## config.mk

```make
export PLATFORM = sky130hd
export DESIGN_NAME = spi_baud_gen
export DESIGN_NICKNAME = d
export VERILOG_FILES = /design/src/rtl/spi_baud_pkg.sv /design/src/rtl/spi_baud_cfg_sel.sv /design/src/rtl/spi_baud_prescale.sv /design/src/rtl/spi_baud_divider.sv /design/src/rtl/spi_baud_gen.sv
export SDC_FILE = /design/constraint.sdc
export NUM_CORES = 1
export LEC_CHECK = 0
export ABC_AREA = 1
export ABC_CLOCK_PERIOD_IN_PS = 3400
export BUFFER_PORTS_ARGS = -buffer_cell sky130_fd_sc_hd__buf_4
export CORE_MARGIN = 2
export CORE_UTILIZATION = 53
export DETAILED_ROUTE_END_ITERATION = 6
export PLACE_DENSITY_LB_ADDON = 0.2
export REMOVE_ABC_BUFFERS = 1
export SETUP_SLACK_MARGIN = 0.3
export SLEW_MARGIN = 20
export SYNTH_ARGS = -nofsm -noshare
export SYNTH_HDL_FRONTEND = slang
export SYNTH_SLANG_ARGS = --single-unit
```

## constraint.sdc

```tcl
create_clock -name clk -period 3.4 [get_ports clk]
set_input_delay 0.34 -clock clk [delete_from_list [all_inputs] [get_ports clk]]
set_output_delay 0.34 -clock clk [all_outputs]
set_load 0.01 [all_outputs]
```

## src/rtl/spi_baud_pkg.sv

```systemverilog
// Shared defaults for the SPI serial clock rate generator.
// Assumes: consumers derive every width from these values.
package spi_baud_pkg;
    localparam int DEF_NUM_CS    = 4;   // chip selects with their own settings
    localparam int DEF_PM_W      = 4;   // width of the programmable divide value
    localparam int DEF_PRE_RATIO = 16;  // ratio of the optional prescaler
endpackage

```

## src/rtl/spi_baud_cfg_sel.sv

```systemverilog
// Picks the divider settings of the active chip select and keeps a shadow copy.
// Assumes: the shadow reloads on every edge outside a frame and stays frozen inside one.
module spi_baud_cfg_sel #(
    parameter int NUM_CS = 4,
    parameter int PM_W   = 4,
    localparam int CS_W  = (NUM_CS > 1) ? $clog2(NUM_CS) : 1
) (
    input  logic                   clk,
    input  logic                   rst_n,
    input  logic                   frame_i,
    input  logic [CS_W-1:0]        cs_sel_i,
    input  logic [NUM_CS-1:0]      cs_div16_i,
    input  logic [NUM_CS*PM_W-1:0] cs_pm_i,
    input  logic [NUM_CS-1:0]      cs_inv_i,
    output logic                   div16_q,
    output logic [PM_W-1:0]        pm_q,
    output logic                   inv_q
);
    // Reload the shadow set from the selected chip select whenever no frame is running.
    always_ff @(posedge clk) begin
        if (!rst_n) begin
            div16_q <= 1'b0;
            pm_q    <= '0;
            inv_q   <= 1'b0;
        end else if (!frame_i) begin
            div16_q <= cs_div16_i[cs_sel_i];
            pm_q    <= cs_pm_i[int'(cs_sel_i)*PM_W +: PM_W];
            inv_q   <= cs_inv_i[cs_sel_i];
        end
    end

    // settings stay frozen while a frame is running
    p_shadow_frozen_r9: assert property (@(posedge clk) disable iff (!rst_n)
        frame_i |=> ($stable(pm_q) && $stable(div16_q) && $stable(inv_q)));
endmodule

```

## src/rtl/spi_baud_prescale.sv

```systemverilog
// First part of the chain: a fixed halving stage, then an optional divide-by-PRE_RATIO.
// Assumes: run_i low clears every stage; div16_i is constant while run_i is high.
module spi_baud_prescale #(
    parameter int PRE_RATIO = 16,
    localparam int PRE_W    = (PRE_RATIO > 1) ? $clog2(PRE_RATIO) : 1
) (
    input  logic clk,
    input  logic rst_n,
    input  logic run_i,
    input  logic div16_i,
    output logic pulse_o
);
    logic half_q;
    logic half_pulse;

    // Halve the system clock: one pulse every second enabled cycle.
    always_ff @(posedge clk) begin
        if (!rst_n || !run_i) half_q <= 1'b0;
        else                  half_q <= ~half_q;
    end

    assign half_pulse = run_i & half_q;

    generate
        if (PRE_RATIO > 1) begin : g_pre
            localparam logic [PRE_W-1:0] PRE_LAST = PRE_W'(PRE_RATIO - 1);
            logic [PRE_W-1:0] pre_q;

            // Count halved pulses when the prescaler is on, wrapping at the ratio.
            always_ff @(posedge clk) begin
                if (!rst_n || !run_i)            pre_q <= '0;
                else if (half_pulse && div16_i)  pre_q <= (pre_q == PRE_LAST) ? '0 : pre_q + 1'b1;
            end

            assign pulse_o = half_pulse & (!div16_i || (pre_q == PRE_LAST));

            // the prescale counter stays idle when the prescaler is off
            p_pre_idle_r2: assert property (@(posedge clk) disable iff (!rst_n)
                (!div16_i && !$past(div16_i)) |-> (pre_q == '0));
        end else begin : g_nopre
            assign pulse_o = half_pulse;
        end
    endgenerate

    // the prescaled output never fires on two cycles in a row
    p_pulse_spacing_r3: assert property (@(posedge clk) disable iff (!rst_n)
        pulse_o |=> !pulse_o);
endmodule

```

## src/rtl/spi_baud_divider.sv

```systemverilog
// Programmable (PM+1) divider plus the final toggle stage that gives a square SCK.
// Assumes: pm_i and inv_i are constant while run_i is high.
module spi_baud_divider #(
    parameter int PM_W = 4
) (
    input  logic            clk,
    input  logic            rst_n,
    input  logic            run_i,
    input  logic            pulse_i,
    input  logic [PM_W-1:0] pm_i,
    input  logic            inv_i,
    output logic            tick_o,
    output logic            sck_o
);
    logic [PM_W-1:0] cnt_q;
    logic            phase_q;
    logic            tick_q;
    logic            term;

    assign term = pulse_i && (cnt_q == pm_i);

    // Count prescaled pulses; at the terminal count, strobe and flip the SCK phase.
    always_ff @(posedge clk) begin
        if (!rst_n || !run_i) begin
            cnt_q   <= '0;
            phase_q <= 1'b0;
            tick_q  <= 1'b0;
        end else begin
            tick_q <= term;
            if (pulse_i) cnt_q <= term ? '0 : cnt_q + 1'b1;
            if (term)    phase_q <= ~phase_q;
        end
    end

    assign tick_o = tick_q;
    assign sck_o  = inv_i ^ phase_q;

    // the count never passes the programmed divide value
    p_cnt_bound_r4: assert property (@(posedge clk) disable iff (!rst_n)
        cnt_q <= pm_i);
    // every strobe comes with a change of the SCK phase
    p_toggle_on_tick_r5: assert property (@(posedge clk) disable iff (!rst_n)
        $rose(tick_q) |-> (phase_q != $past(phase_q)));
    // a stopped divider returns SCK to idle and stays quiet
    p_idle_when_stopped_r10: assert property (@(posedge clk) disable iff (!rst_n)
        !run_i |=> ((sck_o == inv_i) && !tick_o));
endmodule

```

## src/rtl/spi_baud_gen.sv

```systemverilog
// Top of the SPI serial clock rate generator: settings select, prescaler, divider.
// Assumes: frame_i is driven by the shift engine and brackets every frame.
module spi_baud_gen
    import spi_baud_pkg::*;
#(
    parameter int NUM_CS    = DEF_NUM_CS,
    parameter int PM_W      = DEF_PM_W,
    parameter int PRE_RATIO = DEF_PRE_RATIO,
    localparam int CS_W     = (NUM_CS > 1) ? $clog2(NUM_CS) : 1
) (
    input  logic                   clk,
    input  logic                   rst_n,
    input  logic                   en_i,
    input  logic                   frame_i,
    input  logic [CS_W-1:0]        cs_sel_i,
    input  logic [NUM_CS-1:0]      cs_div16_i,
    input  logic [NUM_CS*PM_W-1:0] cs_pm_i,
    input  logic [NUM_CS-1:0]      cs_inv_i,
    output logic                   sck_tick_o,
    output logic                   sck_o
);
    logic            run;
    logic            div16_s;
    logic [PM_W-1:0] pm_s;
    logic            inv_s;
    logic            pre_pulse;

    assign run = en_i & frame_i;

    spi_baud_cfg_sel #(.NUM_CS(NUM_CS), .PM_W(PM_W)) u_cfg (
        .clk        (clk),
        .rst_n      (rst_n),
        .frame_i    (frame_i),
        .cs_sel_i   (cs_sel_i),
        .cs_div16_i (cs_div16_i),
        .cs_pm_i    (cs_pm_i),
        .cs_inv_i   (cs_inv_i),
        .div16_q    (div16_s),
        .pm_q       (pm_s),
        .inv_q      (inv_s)
    );

    spi_baud_prescale #(.PRE_RATIO(PRE_RATIO)) u_pre (
        .clk     (clk),
        .rst_n   (rst_n),
        .run_i   (run),
        .div16_i (div16_s),
        .pulse_o (pre_pulse)
    );

    spi_baud_divider #(.PM_W(PM_W)) u_div (
        .clk     (clk),
        .rst_n   (rst_n),
        .run_i   (run),
        .pulse_i (pre_pulse),
        .pm_i    (pm_s),
        .inv_i   (inv_s),
        .tick_o  (sck_tick_o),
        .sck_o   (sck_o)
    );

    // no strobe follows a cycle with the interface disabled
    p_quiet_when_off_r8: assert property (@(posedge clk) disable iff (!rst_n)
        !en_i |=> !sck_tick_o);
endmodule

```

==> impl_metrics.json, run 1 <==
{
  "cp-end-kind": "flip-flop",
  "relSlewSlack": 0.801,
  "synth_top_flop_cell": "dfxtp_1",
  "slowest_delay_ns": 0.41,
  "synth_sequential_area_ratio": 0.332,
  "vias": 1089,
  "io_pins": 32,
  "antenna_found_initial": 0,
  "worst_skew_pair.late_latency_ns": 0.29,
  "async_flop_share": 0,
  "cts_tree": "done",
  "final_cell_area_um2": 1300,
  "hold_class": "primary input to flip-flop",
  "post_drt_wl_per_cell_um": 10.1,
  "start_kind": "flip-flop",
  "initial_utilization": 0.582,
  "holdPathStages": 5,
  "design.die.area_um2": 2300,
  "overflow": 0,
  "ff2ff_path_depth": 8,
  "cp.arrival_ns": 1.60,
  "cts_resized": 0,
  "cts_setup_buffers": 0,
  "vias_per_cell": 4.88,
  "synth_edf_count": 0,
  "ant_nets": 0,
  "numCtsBuffers": 3,
  "core_region_area_um2": 1760,
  "cpLargestDelayFamily": "simple AND/OR/NAND/NOR gates",
  "synthTopCellsByArea": "dfxtp_1 (33%), nand2_1 (12%), o21ai_0 (12%)",
  "r2r-start": "u_pre.g_pre.pre_q[0]",
  "portBuffers": 31,
  "yosysUniqueCellTypes": 20,
  "path_clk_slew_ns": 0.10,
  "leakagePower_nw": 0.629,
  "drcViolationCount": 2,
  "hpwlAfterDp_um": 1850,
  "finalHoldViolCount": 0,
  "power_density_nw_per_um2": 302,
  "required_ns": 3.59,
  "synth_top_area_frac": 0.332,
  "syn_area_per_cell_um2": 6.14,
  "cts_sinks": 17,
  "grt_pass1_vias": 1009,
  "die_h_um": 48.0,
  "fin_nets": 231,
  "r2r_end": "u_div.cnt_q[3]",
  "period_share": 0.414,
  "crit_chain": "ha_1 -> nand3_1 -> nand2_1 -> nand2_2 -> inv_2 -> nand3_1 -> nand2_1 -> nor2_1",
  "fp.dieW_um": 48.0,
  "yosys_warnings": 0,
  "irDropWorstVdd_mv": 0.160,
  "whs_ns": 0.363,
  "fin_crit_ns": 1.41,
  "htreeDepth": 1,
  "netlist_area_um2": 1030,
  "setup_tns_ns": 0,
  "tightestPinTransition_ns": 0.298,
  "synthTopCellsByCount": "nand2_1 (33), nor2_1 (29), inv_1 (27)",
  "placed_cells": 219,
  "r2r_slack_ns": 1.99,
  "status": "finished with violations",
  "clk_path_buf_depth": 2,
  "postRouteWirelength_um": 2260,
  "worst-path-stages": 8,
  "drt_iter0_drc": 13,
  "postCtsHoldBufs": 0,
  "min_to": "u_cfg.pm_q[0]",
  "violations": "design-rule violations",
  "crit_buf_inv": 1,
  "drive_gt1_frac": 0.197,
  "fin_skew_ns": 0.00158,
  "setup_viol": 0,
  "rsz0062_at_grt": "no",
  "max_freq_mhz": 710,
  "grt_usage": 0.231,
  "utilization": 0.735,
  "syn_inst": 167,
  "setup_slack_ns": 1.99,
  "worstSetupPathType": "flip-flop to flip-flop",
  "gp_congestion": 0.864,
  "power.total_mw": 0.392,
  "drv_cap": 0,
  "placed_area_um2": 1270,
  "grt_pass1_wl_um": 3700,
  "nFillCells": 159,
  "hold_start": "cs_pm_i[4]",
  "cp_max_fo": 6,
  "cts-root-buf": "clkbuf_4",
  "cpMaxStageDelayCell": "dfxtp_1",
  "pre_cts_ws_ns": 2.02,
  "num_antenna_cells": 0,
  "num_rows": 15,
  "area_growth_pct": 26.5,
  "maxSlewViolCount": 0,
  "synth_seq_cells": 17,
  "synth_top_cell_by_area": "dfxtp_1",
  "dr.pass1.iters": 6,
  "fin_cells": 223,
  "grt_max_degree": 15,
  "synth_most_common_cell": "nand2_1"
}
layer usage:
metal,track usage,vias up,share of wire
met4,0.135,0,0.024
met5,0,-,0
met3,0.0340,6,0.059
met2,0.427,38,0.50
li1,-,582,-
met1,0.245,463,0.42
placed cells by master (no fill, tap or decap):
cell / synthesis / routed
o21ai_1: 2 / 2
inv_1: 27 / 27
nor2_1: 29 / 29
nand3_1: 7 / 7
dfxtp_1: 17 / 17
nand2_1: 33 / 33
a21oi_1: 10 / 10
nand3_2: 1 / 1
buf_4: 0 / 31
or2_0: 1 / 1
inv_2: 1 / 1
nand4_1: 1 / 1
nand2_2: 2 / 2
o21ai_0: 24 / 24
clkbuf_1: 1 / 1
xnor2_1: 1 / 1
clkbuf_4: 0 / 3
xor2_1: 3 / 3
nand3b_1: 1 / 1
nor2_4: 1 / 1
ha_1: 2 / 2
power by group:
group	total (mW)	internal (mW)	leakage [nW]	switching (mW)
logic	0.0745	0.0384	0.475	0.0361
clock network	0.108	0.0456	0.0150	0.0629
registers	0.209	0.205	0.139	0.00362
total	0.392	0.289	0.629	0.103
flip-flops by register name, summed over array words and instances, names as in the netlist:
signal,flops
u_cfg.inv_q,1
u_cfg.div16_q,1
u_pre.g_pre.pre_q,4
u_div.phase_q,1
u_pre.half_q,1
u_div.cnt_q,4
u_div.tick_o,1
u_cfg.pm_q,4
final cells by class:
cell class,instances,area (µm²),share of cell area
multi-input combinational,118,562,0.433
tap,25,31.3,0.0241
timing repair buffer,31,233,0.179
inverter,28,105,0.0810
clock buffer,4,26.3,0.0203
sequential,17,340,0.262
logic make-up after synthesis:
| kind of cell | Yosys count | synth area share |
|---|---|---|
| AND/OR/NAND/NOR | 76 | 0.313 |
| AO/OA/AOI/OAI | 36 | 0.176 |
| buffers and inverters | 32 | 0.121 |
| flip-flops | 17 | 0.332 |
| XOR/XNOR | 4 | 0.0342 |
| adder cells (fa/ha/maj) | 2 | 0.0244 |
worst max-delay path by stage:
stage	from	endpoint	slack, ns
2_1_floorplan	u_pre.g_pre.pre_q[0]	u_div.cnt_q[0]	2.20
3_3_place_gp	u_pre.g_pre.pre_q[0]	u_div.cnt_q[3]	2.13
3_5_place_dp	u_pre.g_pre.pre_q[0]	u_div.cnt_q[3]	2.02
4_1_cts	u_pre.g_pre.pre_q[0]	u_div.cnt_q[3]	2.00
5_1_grt	u_pre.g_pre.pre_q[0]	u_div.cnt_q[3]	1.86
6_report	u_pre.g_pre.pre_q[0]	u_div.cnt_q[3]	1.99
worst min-delay path: cells and delay by family:
kind | cells | cell delay (ns)
AOI/OAI and AO/OA | 3 | 0.16
buffers and inverters | 2 | 0.12
(Power assumes the default switching activity.)
==> run 2, diff against run 1 <==
- ABC_CLOCK_PERIOD_IN_PS: 3400 -> 1200
- CORE_UTILIZATION: 53 -> 45
- clock period: 3.4 -> 1.2 ns (I/O delays scaled with it)
==> run 2 against run 1 <==
Against the previous run: the run now ends clean; first-iteration DRC count fell by 15%; die area rose by 16%; critical path type unchanged; non-clock buffer count rose by 7; via count rose by 2.9%; combinational power rose to 3.1 times the previous value.
==> impl_metrics.json, run 2 (synthesis gave the netlist of run 1 again) <==
{
  "status": "finished, final reports clean",
  "setup_viol": 0,
  "r2r_end": "u_div.phase_q",
  "htreeDepth": 1,
  "worst_skew_pair.late_latency_ns": 0.31,
  "multi_input_area_um2": 652,
  "num_rows": 17,
  "power_density_nw_per_um2": 789,
  "io_pins": 32,
  "start_kind": "flip-flop",
  "cts-root-buf": "clkbuf_4",
  "crit_chain": "ha_4 -> nand3_4 -> nand2_2 -> nand2_4 -> inv_4 -> nand3_4 -> nand3_2 -> nand2_2",
  "postRouteWirelength_um": 2450,
  "fin_nets": 238,
  "numCtsBuffers": 3,
  "worstSetupPathType": "flip-flop to flip-flop",
  "relSlewSlack": 0.806,
  "reg.largest.list": "u_cfg.pm_q: 4 flops, u_div.cnt_q: 4 flops, u_pre.g_pre.pre_q: 4 flops",
  "hold_class": "primary input to flip-flop",
  "max_freq_mhz": 834,
  "whs_ns": 0.114,
  "antenna_found_initial": 0,
  "finalHoldViolCount": 0,
  "cts_sinks": 17,
  "post_drt_wl_per_cell_um": 10.5,
  "fin_skew_ns": 0.0127,
  "nFillCells": 201,
  "vias_per_cell": 4.81,
  "dr.pass1.iters": 4,
  "slowest_delay_ns": 0.38,
  "required_ns": 1.41,
  "design.die.area_um2": 2680,
  "vias": 1121,
  "cpMaxStageDelayCell": "dfxtp_2",
  "cp.arrival_ns": 1.41,
  "cp_max_fo": 6,
  "die_h_um": 51.8,
  "drt_iter0_drc": 11,
  "core_region_area_um2": 2190,
  "period_share": 0.999,
  "fp.dieW_um": 51.8,
  "r2r_slack_ns": 0.001,
  "postCtsHoldBufs": 0,
  "grt_usage": 0.192,
  "tightestPinTransition_ns": 0.290,
  "drive_gt1_frac": 0.341,
  "cts_tree": "done",
  "initial_utilization": 0.468,
  "final_cell_mix": "buf_4 (38), nand2_1 (29), inv_1 (26), nor2_1 (26), o21ai_0 (22)",
  "grt_max_degree": 15,
  "r2r-start": "u_pre.g_pre.pre_q[0]",
  "drcViolationCount": 0,
  "final_common_cell": "buf_4",
  "clk_path_buf_depth": 2,
  "ant_nets": 0,
  "cp-end-kind": "flip-flop",
  "maxSlewViolCount": 0,
  "fin_cells": 233,
  "portBuffers": 31,
  "irDropWorstVdd_mv": 0.527,
  "area_growth_pct": 42.3,
  "setup.worst_path.end": "u_div.phase_q",
  "seq_area_um2": 350,
  "crit_start": "u_pre.g_pre.pre_q[0]",
  "gp_congestion": 0.813,
  "ff2ff_path_depth": 8,
  "hpwlAfterDp_um": 1780,
  "num_antenna_cells": 0,
  "overflow": 0,
  "grt_pass1_wl_um": 3880,
  "leakagePower_nw": 0.671,
  "placed_cells": 224,
  "rsz0062_at_grt": "yes",
  "drv_cap": 0,
  "path_clk_slew_ns": 0.11,
  "grt_pass1_vias": 994,
  "fin_crit_ns": 1.20
}
run 2: cell types whose count changed in the layout (fill, tap and decap cells not counted), sizes merged:
| cell | previous run | this run |
|---|---|---|
| clkbuf | 4 | 3 |
| clkinvlp | 0 | 1 |
| buf | 31 | 38 |
run 2: per-stage QoR:
step | worst slack (ns) | utilization | TNS (ns) | instance area (µm²) | power (mW)
after floorplan | -0.00495 | - | -0.0149 | 1010 | 0.705
after global routing | -0.0566 | 0.666 | -0.160 | 1460 | 1.21
after detailed placement | -0.136 | 0.589 | -0.517 | 1290 | 0.819
after CTS | -0.00755 | 0.636 | -0.0223 | 1390 | 1.14
after global placement | -0.0574 | 0.589 | -0.195 | 1290 | 0.812
final | 0.00123 | 0.666 | 0 | 1460 | 1.15
run 2: where the power goes:
group          leakage, nW  switching (mW)  internal (mW)
sequential           0.142          0.0120          0.583
combinational        0.515           0.113          0.115
clock               0.0139           0.202          0.128
run 2: worst min path at each step:
stage,startpoint,endpoint,slack [ns],cells after the start
final,cs_inv_i[1],u_cfg.inv_q,0.11,5
after global routing,cs_inv_i[1],u_cfg.inv_q,0.16,5
after CTS,cs_inv_i[1],u_cfg.inv_q,0.12,5
after detailed placement,u_pre.half_q,u_pre.half_q,0.43,1
after global placement,u_pre.half_q,u_pre.half_q,0.42,1
after floorplan,frame_i,u_cfg.inv_q,0.25,2
run 2: layer usage:
| layer | global-route usage | vias to the layer above | part of all wire |
|---|---|---|---|
| met5 | 0 | - | 0 |
| met4 | 0.118 | 0 | 0.027 |
| met3 | 0.0172 | 5 | 0.046 |
| met2 | 0.348 | 39 | 0.53 |
| met1 | 0.215 | 482 | 0.40 |
| li1 | - | 595 | - |
run 2: timing repair:
action	4_1_cts	5_1_grt
buffers inserted	5	0
endpoints found under the setup margin	11	11
pin swaps	15	12
resized for setup	13	19
run 2: critical path: cells and delay by family (launching register included):
family,cells,cell delay (ns)
buffers and inverters,1,0.08
and+or+nand+nor,6,0.49
DFF,1,0.38
adders and majority gates,1,0.15
run 2: layout make-up:
cell class,instances,share of cell area
multi-input combinational,118,0.446
sequential,17,0.240
timing repair buffer,38,0.195
inverter,28,0.0737
tap,28,0.0240
clock buffer,3,0.0154
clock inverter,1,0.00514
==> run 3, diff against run 2 <==
- ABC_AREA: 1 -> not set
- CORE_UTILIZATION: 45 -> 43
==> run 3 against run 2 <==
Against the previous run: the flow now finishes with violations (negative setup slack); register-to-register slack lost 0.18 ns; clock skew is 0.0091 ns lower; maximum frequency shrank 13%; largest power group unchanged; flip-flop and latch count stayed put; setup slack worse by 0.18 ns; highest routed layer unchanged; non-clock buffer count up 12; first-iteration DRC count unchanged; die area shrank 5.7%.
==> impl_metrics.json, run 3 <==
{
  "status": "finished with violations",
  "violations": "negative setup slack",
  "synth_seq_cells": 17,
  "yosys_warnings": 0,
  "hpwlAfterDp_um": 1590,
  "cts-root-buf": "clkbuf_4",
  "min_to": "u_cfg.pm_q[0]",
  "num_rows": 16,
  "clk_path_buf_depth": 2,
  "grt_usage": 0.180,
  "hold_class": "primary input to flip-flop",
  "htreeDepth": 1,
  "tightestPinTransition_ns": 0.335,
  "path_clk_slew_ns": 0.09,
  "r2r-start": "u_pre.g_pre.pre_q[1]",
  "final_common_cell": "buf_4",
  "placed_area_um2": 1260,
  "overflow": 0,
  "yosysUniqueCellTypes": 29,
  "required_ns": 1.37,
  "portBuffers": 31,
  "async_flop_share": 0,
  "setup_slack_ns": -0.181,
  "switching_share": 0.242,
  "numCtsBuffers": 3,
  "synthTopCellsByArea": "dfxtp_1 (37%), mux4_2 (15%), mux2i_1 (6.5%)",
  "fin_skew_ns": 0.00360,
  "synth_most_common_cell": "dfxtp_1",
  "synth_edf_count": 0,
  "grt_pass1_vias": 828,
  "post_drt_wl_per_cell_um": 12.7,
  "rsz0062_at_grt": "yes",
  "fin_crit_ns": 1.38,
  "p_sw_mw": 0.279,
  "drive_gt1_frac": 0.601,
  "power.total_mw": 1.15,
  "relSlewSlack": 0.777,
  "drcViolationCount": 0,
  "worst_skew_pair.late_latency_ns": 0.29,
  "postRouteWirelength_um": 2100,
  "period_share": 1.15,
  "fp.dieW_um": 50.2,
  "reg.largest.list": "u_cfg.pm_q: 4 flops, u_div.cnt_q: 4 flops, u_pre.g_pre.pre_q: 4 flops",
  "leakagePower_nw": 0.634,
  "power_density_nw_per_um2": 799,
  "vias_per_cell": 5.18,
  "initial_utilization": 0.464,
  "synth_sequential_area_ratio": 0.370,
  "cts_sinks": 17,
  "vias": 854,
  "holdPathStages": 2,
  "irDropWorstVdd_mv": 0.470,
  "internal_power_mw": 0.872,
  "finalHoldViolCount": 0,
  "p_comb_frac": 0.213,
  "grt_pass1_wl_um": 3410,
  "nFillCells": 144,
  "hold_start": "rst_n",
  "maxSlewViolCount": 0,
  "syn_inst": 87,
  "netlist_area_um2": 920,
  "seqPwrFrac": 0.520,
  "cp.arrival_ns": 1.55,
  "max_freq_mhz": 724,
  "postCtsHoldBufs": 0,
  "setup_viol": 5,
  "core_region_area_um2": 1980,
  "design.die.area_um2": 2520,
  "syn_area_per_cell_um2": 10.6,
  "r2r_slack_ns": -0.18,
  "synth_top_area_frac": 0.370,
  "die_h_um": 50.2,
  "r2r_end": "u_div.cnt_q[3]",
  "cts_tree": "done",
  "io_pins": 32,
  "worstSetupPathType": "flip-flop to flip-flop",
  "synth_top_cell_by_area": "dfxtp_1",
  "antenna_found_initial": 0,
  "fin_nets": 171,
  "grt_max_degree": 10,
  "dr.pass1.iters": 4,
  "synthTopCellsByCount": "dfxtp_1 (17), mux2i_1 (6), mux4_2 (6), nand2_1 (6), nor2b_1 (6)",
  "ant_nets": 0,
  "drv_cap": 0,
  "start_kind": "flip-flop",
  "num_antenna_cells": 0,
  "clkPwrFrac": 0.267,
  "cp_max_fo": 4,
  "drt_iter0_drc": 11,
  "gp_congestion": 0.850,
  "final_cell_mix": "buf_4 (49), dfxtp_2 (12)",
  "ff2ff_path_depth": 6,
  "area_growth_pct": 56.6,
  "synth_top_flop_cell": "dfxtp_1",
  "cp-end-kind": "flip-flop",
  "final_cell_area_um2": 1440
}
## run 3: repair_timing
| item | 4_1_cts | 5_1_grt |
|---|---|---|
| gates resized for setup | 12 | 15 |
| setup endpoints to repair | 11 | 11 |
| buffers inserted | 5 | 2 |
| pin swaps | 9 | 6 |
## run 3: worst max-delay path, cell delays in order, from the launching register on
cell	delay, ns
dfxtp_2	0.37
ha_4	0.14
nand3_2	0.08
a21o_4	0.22
buf_4	0.14
a32oi_4	0.19
o41ai_4	0.11
## run 3: power by group through the flow
stage | clock, mW | sequential (mW) | combinational (mW)
2_1_floorplan | 0 | 0.605 | 0.0901
3_5_place_dp | 0 | 0.609 | 0.207
3_3_place_gp | 0 | 0.608 | 0.201
5_1_grt | 0.343 | 0.600 | 0.264
6_report | 0.307 | 0.598 | 0.245
4_1_cts | 0.317 | 0.597 | 0.225
## run 3: worst max-delay path by stage
stage	start	end	slack, ns	cells after the start
2_1_floorplan	u_pre.g_pre.pre_q[0]	u_div.cnt_q[3]	-0.22	5
3_3_place_gp	u_pre.g_pre.pre_q[0]	u_div.cnt_q[3]	-0.20	5
3_5_place_dp	u_pre.g_pre.pre_q[1]	u_div.cnt_q[3]	-0.33	5
4_1_cts	u_pre.g_pre.pre_q[1]	u_div.cnt_q[3]	-0.21	5
5_1_grt	u_pre.g_pre.pre_q[1]	u_div.cnt_q[3]	-0.24	6
6_report	u_pre.g_pre.pre_q[1]	u_div.cnt_q[3]	-0.18	6
## run 3: layout make-up
class	instances	area, µm²	share of cell area
Sequential cell	17	355	0.247
Inverter	1	3.75	0.00261
Timing Repair Buffer	50	379	0.263
Multi-Input combinational cell	66	642	0.446
Clock buffer	4	26.3	0.0182
Tap cell	27	33.8	0.0235
## run 3: per-layer routing
metal	GRT usage	up-vias	routed length, µm
met5	0	-	0
met1	0.215	384	876
met4	0.0972	0	41
met3	0.0238	4	148
li1	-	429	-
met2	0.309	37	1040
## run 3: metrics by stage
| step | util | setup WS (ns) | hold slack (ns) | cells | TNS (ns) |
|---|---|---|---|---|---|
| floorplan | - | -0.225 | 0.248 | 84 | -0.865 |
| finish | 0.727 | -0.181 | 0.0945 | 165 | -0.679 |
| detailed placement | 0.634 | -0.327 | 0.402 | 154 | -1.33 |
| global placement | 0.634 | -0.202 | 0.393 | 154 | -0.803 |
| global route | 0.727 | -0.236 | 0.0950 | 165 | -1.11 |
| CTS | 0.692 | -0.212 | 0.0973 | 163 | -0.653 |
## run 3: kinds of logic (layout without fill, tap and decap cells)
| logic type | after synthesis | after routing | synth area share |
|---|---|---|---|
| and+or+nand+nor | 32 | 32 | 0.193 |
| DFF | 17 | 17 | 0.370 |
| AOI/OAI and AO/OA | 14 | 14 | 0.114 |
| muxes | 12 | 12 | 0.212 |
| xor gates and xnor gates | 6 | 6 | 0.0571 |
| buffers and inverters | 4 | 55 | 0.0258 |
| adders and majority gates | 2 | 2 | 0.0272 |
